==> src/rtl/stop_busy_mask_pkg.sv <==
package stop_busy_mask_pkg;
  // fixed low state codes; hold and wait codes derive from HOLD_MIN
  localparam int unsigned ST_IDLE = 0;
  localparam int unsigned ST_ARM  = 1;
  localparam int unsigned ST_GAP  = 2;

  function automatic int unsigned seq_last(input int unsigned hold_min);
    return ST_GAP + hold_min + 1;
  endfunction

  function automatic int unsigned seq_width(input int unsigned hold_min);
    return $clog2(seq_last(hold_min) + 1);
  endfunction
endpackage

==> src/rtl/stop_busy_mask_dly.sv <==
module stop_busy_mask_dly #(
  parameter int unsigned DLY = 3
) (
  input  logic clk_i,
  input  logic rst_ni,
  input  logic d_i,
  output logic q_o
);
  generate
    if (DLY == 0) begin : g_pass
      assign q_o = d_i;
    end else if (DLY == 1) begin : g_one
      logic q_q;
      always_ff @(posedge clk_i or negedge rst_ni) begin
        if (!rst_ni) q_q <= 1'b0;
        else         q_q <= d_i;
      end
      assign q_o = q_q;
    end else begin : g_line
      logic [DLY-1:0] sr_q;
      always_ff @(posedge clk_i or negedge rst_ni) begin
        if (!rst_ni) sr_q <= '0;
        else         sr_q <= {sr_q[DLY-2:0], d_i};
      end
      assign q_o = sr_q[DLY-1];
    end
  endgenerate
endmodule

==> src/rtl/stop_busy_mask_warm.sv <==
module stop_busy_mask_warm #(
  parameter int unsigned LIMIT = 20
) (
  input  logic clk_i,
  input  logic rst_ni,
  output logic done_o
);
  localparam int unsigned CW = $clog2(LIMIT + 1);
  localparam logic [CW-1:0] LIM = CW'(LIMIT);

  logic [CW-1:0] cnt_q;

  always_ff @(posedge clk_i or negedge rst_ni) begin
    if (!rst_ni)           cnt_q <= '0;
    else if (cnt_q != LIM) cnt_q <= cnt_q + 1'b1;
  end

  assign done_o = (cnt_q == LIM);
endmodule

==> src/rtl/stop_busy_mask_seq.sv <==
module stop_busy_mask_seq
  import stop_busy_mask_pkg::*;
#(
  parameter int unsigned HOLD_MIN = 5,
  localparam int unsigned SW = seq_width(HOLD_MIN)
) (
  input  logic          clk_i,
  input  logic          rst_ni,
  input  logic          warm_i,
  input  logic          stop_d_i,
  input  logic          busy_idle_i,
  input  logic          mask_en_i,
  output logic [SW-1:0] st_o
);
  localparam logic [SW-1:0] S_IDLE = SW'(ST_IDLE);
  localparam logic [SW-1:0] S_ARM  = SW'(ST_ARM);
  localparam logic [SW-1:0] S_GAP  = SW'(ST_GAP);
  localparam logic [SW-1:0] S_LAST = SW'(seq_last(HOLD_MIN));

  logic [SW-1:0] st_q, st_d;

  always_comb begin
    st_d = st_q;
    if (!warm_i) begin
      st_d = S_IDLE;
    end else if (st_q == S_IDLE) begin
      if (stop_d_i) st_d = S_ARM;
    end else if (st_q == S_ARM) begin
      if (mask_en_i) begin
        if (busy_idle_i) st_d = S_GAP;
      end else if (!stop_d_i) begin
        st_d = S_IDLE;
      end
    end else if (st_q == S_LAST) begin
      if (!stop_d_i) st_d = S_IDLE;
    end else if (st_q > S_LAST) begin
      st_d = S_IDLE;
    end else begin
      // gap and hold states run unconditionally
      st_d = st_q + 1'b1;
    end
  end

  always_ff @(posedge clk_i or negedge rst_ni) begin
    if (!rst_ni) st_q <= S_IDLE;
    else         st_q <= st_d;
  end

  assign st_o = st_q;
endmodule

==> src/rtl/stop_busy_mask_tmr.sv <==
module stop_busy_mask_tmr #(
  parameter int unsigned HOLD = 6
) (
  input  logic clk_i,
  input  logic rst_ni,
  input  logic trig_i,
  output logic active_o
);
  generate
    if (HOLD <= 1) begin : g_none
      assign active_o = trig_i;
    end else begin : g_cnt
      localparam int unsigned CW = $clog2(HOLD);
      localparam logic [CW-1:0] TAIL = CW'(HOLD - 1);
      logic [CW-1:0] cnt_q;
      always_ff @(posedge clk_i or negedge rst_ni) begin
        if (!rst_ni)            cnt_q <= '0;
        else if (trig_i)        cnt_q <= TAIL;
        else if (cnt_q != '0)   cnt_q <= cnt_q - 1'b1;
      end
      assign active_o = trig_i | (cnt_q != '0);
    end
  endgenerate
endmodule

==> src/rtl/stop_busy_mask.sv <==
module stop_busy_mask
  import stop_busy_mask_pkg::*;
#(
  parameter int unsigned PIPE_DEPTH = 10,
  parameter int unsigned STOP_DLY   = 3,
  parameter int unsigned HOLD_MIN   = 5,
  parameter int unsigned BB_HOLD    = 6
) (
  input  logic clk_i,
  input  logic rst_ni,
  input  logic glob_stop_i,
  input  logic busy_ni,
  input  logic force_stop_i,
  input  logic force_busy_i,
  input  logic mask_en_i,
  output logic stop_act_no,
  output logic busy_no,
  output logic bus_busy_no
);
  localparam int unsigned STARTUP = 2 * PIPE_DEPTH;
  localparam int unsigned SW = seq_width(HOLD_MIN);
  localparam logic [SW-1:0] S_GAP = SW'(ST_GAP);

  logic          stop_d;
  logic          warm;
  logic [SW-1:0] st;
  logic          stop_act;
  logic          bb_act;

  stop_busy_mask_dly #(.DLY(STOP_DLY)) u_dly (
    .clk_i (clk_i),
    .rst_ni(rst_ni),
    .d_i   (glob_stop_i),
    .q_o   (stop_d)
  );

  stop_busy_mask_warm #(.LIMIT(STARTUP)) u_warm (
    .clk_i (clk_i),
    .rst_ni(rst_ni),
    .done_o(warm)
  );

  stop_busy_mask_seq #(.HOLD_MIN(HOLD_MIN)) u_seq (
    .clk_i      (clk_i),
    .rst_ni     (rst_ni),
    .warm_i     (warm),
    .stop_d_i   (stop_d),
    .busy_idle_i(busy_ni),
    .mask_en_i  (mask_en_i),
    .st_o       (st)
  );

  assign stop_act = force_stop_i | (st != '0);

  stop_busy_mask_tmr #(.HOLD(BB_HOLD)) u_tmr (
    .clk_i   (clk_i),
    .rst_ni  (rst_ni),
    .trig_i  (stop_act),
    .active_o(bb_act)
  );

  assign stop_act_no = ~stop_act;
  assign busy_no     = ~(st > S_GAP);
  assign bus_busy_no = ~(force_busy_i | bb_act);
endmodule

==> config.mk <==
export PLATFORM = sky130hd
export DESIGN_NAME = stop_busy_mask
export DESIGN_NICKNAME = d
export VERILOG_FILES = /design/src/rtl/stop_busy_mask_pkg.sv /design/src/rtl/stop_busy_mask_dly.sv /design/src/rtl/stop_busy_mask_warm.sv /design/src/rtl/stop_busy_mask_seq.sv /design/src/rtl/stop_busy_mask_tmr.sv /design/src/rtl/stop_busy_mask.sv
export SDC_FILE = /design/constraint.sdc
export NUM_CORES = 1
export LEC_CHECK = 0
export ABC_CLOCK_PERIOD_IN_PS = 1500
export CELL_PAD_IN_SITES_DETAIL_PLACEMENT = 1
export CELL_PAD_IN_SITES_GLOBAL_PLACEMENT = 2
export CORE_MARGIN = 4
export CORE_UTILIZATION = 31
export DETAILED_ROUTE_END_ITERATION = 7
export PLACE_DENSITY = 0.69
export SYNTH_ARGS = -nofsm -noshare
export SYNTH_HDL_FRONTEND = slang
export SYNTH_SLANG_ARGS = --single-unit
==> constraint.sdc <==
create_clock -name clk_i -period 1.5 [get_ports clk_i]
set_clock_uncertainty 0.15 [all_clocks]
set_input_delay 0.375 -clock clk_i [delete_from_list [all_inputs] [get_ports clk_i]]
set_output_delay 0.375 -clock clk_i [all_outputs]
set_load 0.005 [all_outputs]
==> results.toml <==
[cts]
clk_root_buffer_cell = "clkbuf_4"
h-tree-depth = 1
postCtsHoldBufs = 0
clkTransAtPathRegs_ns = 0.09
cts_buffers = 3
clockBufferDepth = 2
cts.sinks = 15
cts_tree = "done"
insertion_delay_ns = 0.28

[placement]
preCtsSetupSlack_ns = -0.727
gp_congestion = 0.767
port_buffers = 9
place_area_um2 = 1150
hpwl_um = 1570
dp_cells = 141

[logic_synthesis]
yosysWarnings = 0
synthesis.area_um2 = 865
synth_edf_count = 0
async_flop_share_pct = 100
synth-main-ff-cell = "dfrtp_1"
syn-num-nets = 98
synth_cells = 83
yosysTopAreaCell = "dfrtp_1"
syn_area_per_cell_um2 = 10.4
seq_area_frac_synth_pct = 43.4
synth_area_leaders = "dfrtp_1 43%, ha_1 12%, xnor2_1 5.1%, inv_1 4.3%, o21ai_0 2.9%"
synth_cell_types = 32
yosysTopAreaCellShare_pct = 43.4
ys_seq_elements = 15

[setup_path]
cp_cell_sequence = "inv_2 > ha_4 > nand3b_4 > nor3_2 > buf_2"
critPathMaxStageDelay_ns = 0.41
cp.arrival_ns = 1.25
crit_type = "register to output port"
worstPathRequired_ns = 0.97
worstSetupStartpointType = "register"
critical_path.max_fanout = 3
critPathSlowestCell = "dfrtp_1"
worstSetupEndpointType = "output port"

[global_route]
grt_pass1_wl_um = 3570
grt_max_degree = 16
grt_overflow = 0
antenna_found_initial = 0
grt_usage_pct = 13.4
grt_pass1_vias = 738

[die]
io-pin-count = 10
dieArea_um2 = 3700
core_area_um2 = 2570
initial_utilization_pct = 33.7
fp.dieH_um = 60.8
die_x_um = 60.8
row_count = 18

[timing]
fin_crit_sh_pct = 119
hold_ws_ns = 0.206
fin_crit_ns = 1.78
maxSlewViolCount = 0
slew_headroom_pct = 83.9
tightestPinTransition_ns = 0.239
tns_ns = -1.03
setup_viol = 7
hold_viol = 0
setup_slack_ns = -0.279
max_freq_ghz = 0.562
rsz0062_at_grt = "yes"

[final_layout]
final_layout_size_suffix_gt1_share_pct = 44.0
fin_nets = 132
final_util_pct = 48.8
diodes = 0
area_growth_pct = 45.0
final_area_um2 = 1250
final_cells = 146
fillCellCount = 287
register_area_um2 = 375
multiInputGateArea_um2 = 529

[run_status]
status = "finished with violations"
violations = "setup timing"

[routing]
drt_pass1_iterations = 4
viasPerCell = 4.84
postRouteWirelength_um = 2060
drc = 0
first_iter_violations = 19
dr_total_vias = 707
ant_nets = 0
routedWlPerCell_um = 14.1

[power_and_ir_drop]
ir_drop_v = 0.000929
leakage_nw = 0.572
p_per_area_nw_per_um2 = 1480
p_total_mw = 1.85

[flow_run]
drv_cap = 0

[min_path]
hp-class = "register to register"
## Yosys cell counts, drive strengths merged, types with 2 or more instances
| master | number |
|---|---|
| a311oi | 2 |
| xnor2 | 5 |
| o21ai | 6 |
| nand2 | 6 |
| nand4b | 2 |
| nor2b | 2 |
| inv | 10 |
| nor3 | 3 |
| dfrtp | 15 |
| ha | 8 |
| nand3 | 3 |
| nor2 | 7 |
## where the power goes
| group | leakage, nW | internal [mW] | total (mW) | switching, mW |
|---|---|---|---|---|
| combinational | 0.378 | 0.584 | 1.11 | 0.523 |
| clock | 0.0177 | 0.0989 | 0.229 | 0.130 |
| sequential | 0.177 | 0.468 | 0.516 | 0.0475 |
## worst max-delay path: cells and delay by family, from the launching register on
family                     cells  cell delay (ns)
DFF                            1             0.41
adders and majority gates      1             0.15
and+or+nand+nor                2             0.19
buffers and inverters          2             0.22
## final cells by class
class / count / area share, %
inverter: 10 / 2.99
clock inverter: 1 / 0.399
timing repair buffer: 30 / 19.7
sequential: 15 / 29.9
clock buffer: 3 / 1.80
tap: 30 / 2.99
multi-input combinational: 57 / 42.2
## kinds of logic after synthesis
| kind of cell | share of synthesized area, % |
|---|---|
| and+or+nand+nor | 20.0 |
| AOI/OAI and AO/OA | 13.2 |
| DFF | 43.4 |
| buffers and inverters | 5.64 |
| adders and majority gates | 11.6 |
| xor gates and xnor gates | 5.06 |
| muxes | 1.16 |
## worst paths after layout
kind,start,end,slack [ns],cells after the start
setup / recovery,u_seq.st_o[1]$_DFFE_PN0P_,bus_busy_no,-0.28,5
hold / removal,u_dly.g_line.sr_q[0]$_DFF_PN0_,u_dly.g_line.sr_q[1]$_DFF_PN0_,0.21,0
setup reg to reg,u_seq.st_o[1]$_DFFE_PN0P_,u_seq.st_o[1]$_DFFE_PN0P_,-0.14,7
hold reg to reg,u_dly.g_line.sr_q[0]$_DFF_PN0_,u_dly.g_line.sr_q[1]$_DFF_PN0_,0.21,0
max in group asynchronous,rst_ni,u_tmr.g_cnt.cnt_q[1]$_DFFE_PN0P_,0.77,2
min in group asynchronous,rst_ni,u_seq.st_o[1]$_DFFE_PN0P_,0.25,2
## layout by cell type, fill, tap and decap left out, drive strengths merged
master,n
buf,24
dfrtp,15
inv,10
ha,8
nor2,7
clkdlybuf4s50,6
nand2,6
o21ai,6
xnor2,5
nor3,3
nand3,3
clkbuf,3
a311oi,2
nand4b,2
nor2b,2
nand3b,1
o21a,1
and2,1
a211oi,1
a21oi,1
nand4,1
or2,1
a221oi,1
mux2i,1
and4bb,1
a21o,1
o22ai,1
o31ai,1
clkinv,1
## flip-flops by register name, indices dropped and copies added, names as in the netlist
name and cells:
u_seq.st_o 4, u_dly.g_line.sr_q 3, u_tmr.g_cnt.cnt_q 3, u_warm.cnt_q 5
## layer usage
layer / global-route usage, % / vias to the layer above / share of wire [%]
li1: - / 348 / -
met1: 17.8 / 349 / 45
met2: 21.7 / 8 / 51
met3: 3.83 / 2 / 3.4
met4: 2.79 / 0 / 0.58
met5: 0 / - / 0
## repair_timing
| item | in CTS | in global routing |
|---|---|---|
| setup endpoints to repair | 7 | 10 |
| setup buffers | 1 | 0 |
| pin swaps | 5 | 4 |
| resized for setup | 26 | 6 |
| gates cloned | 0 | 0 |
(Power assumes the default switching activity.)
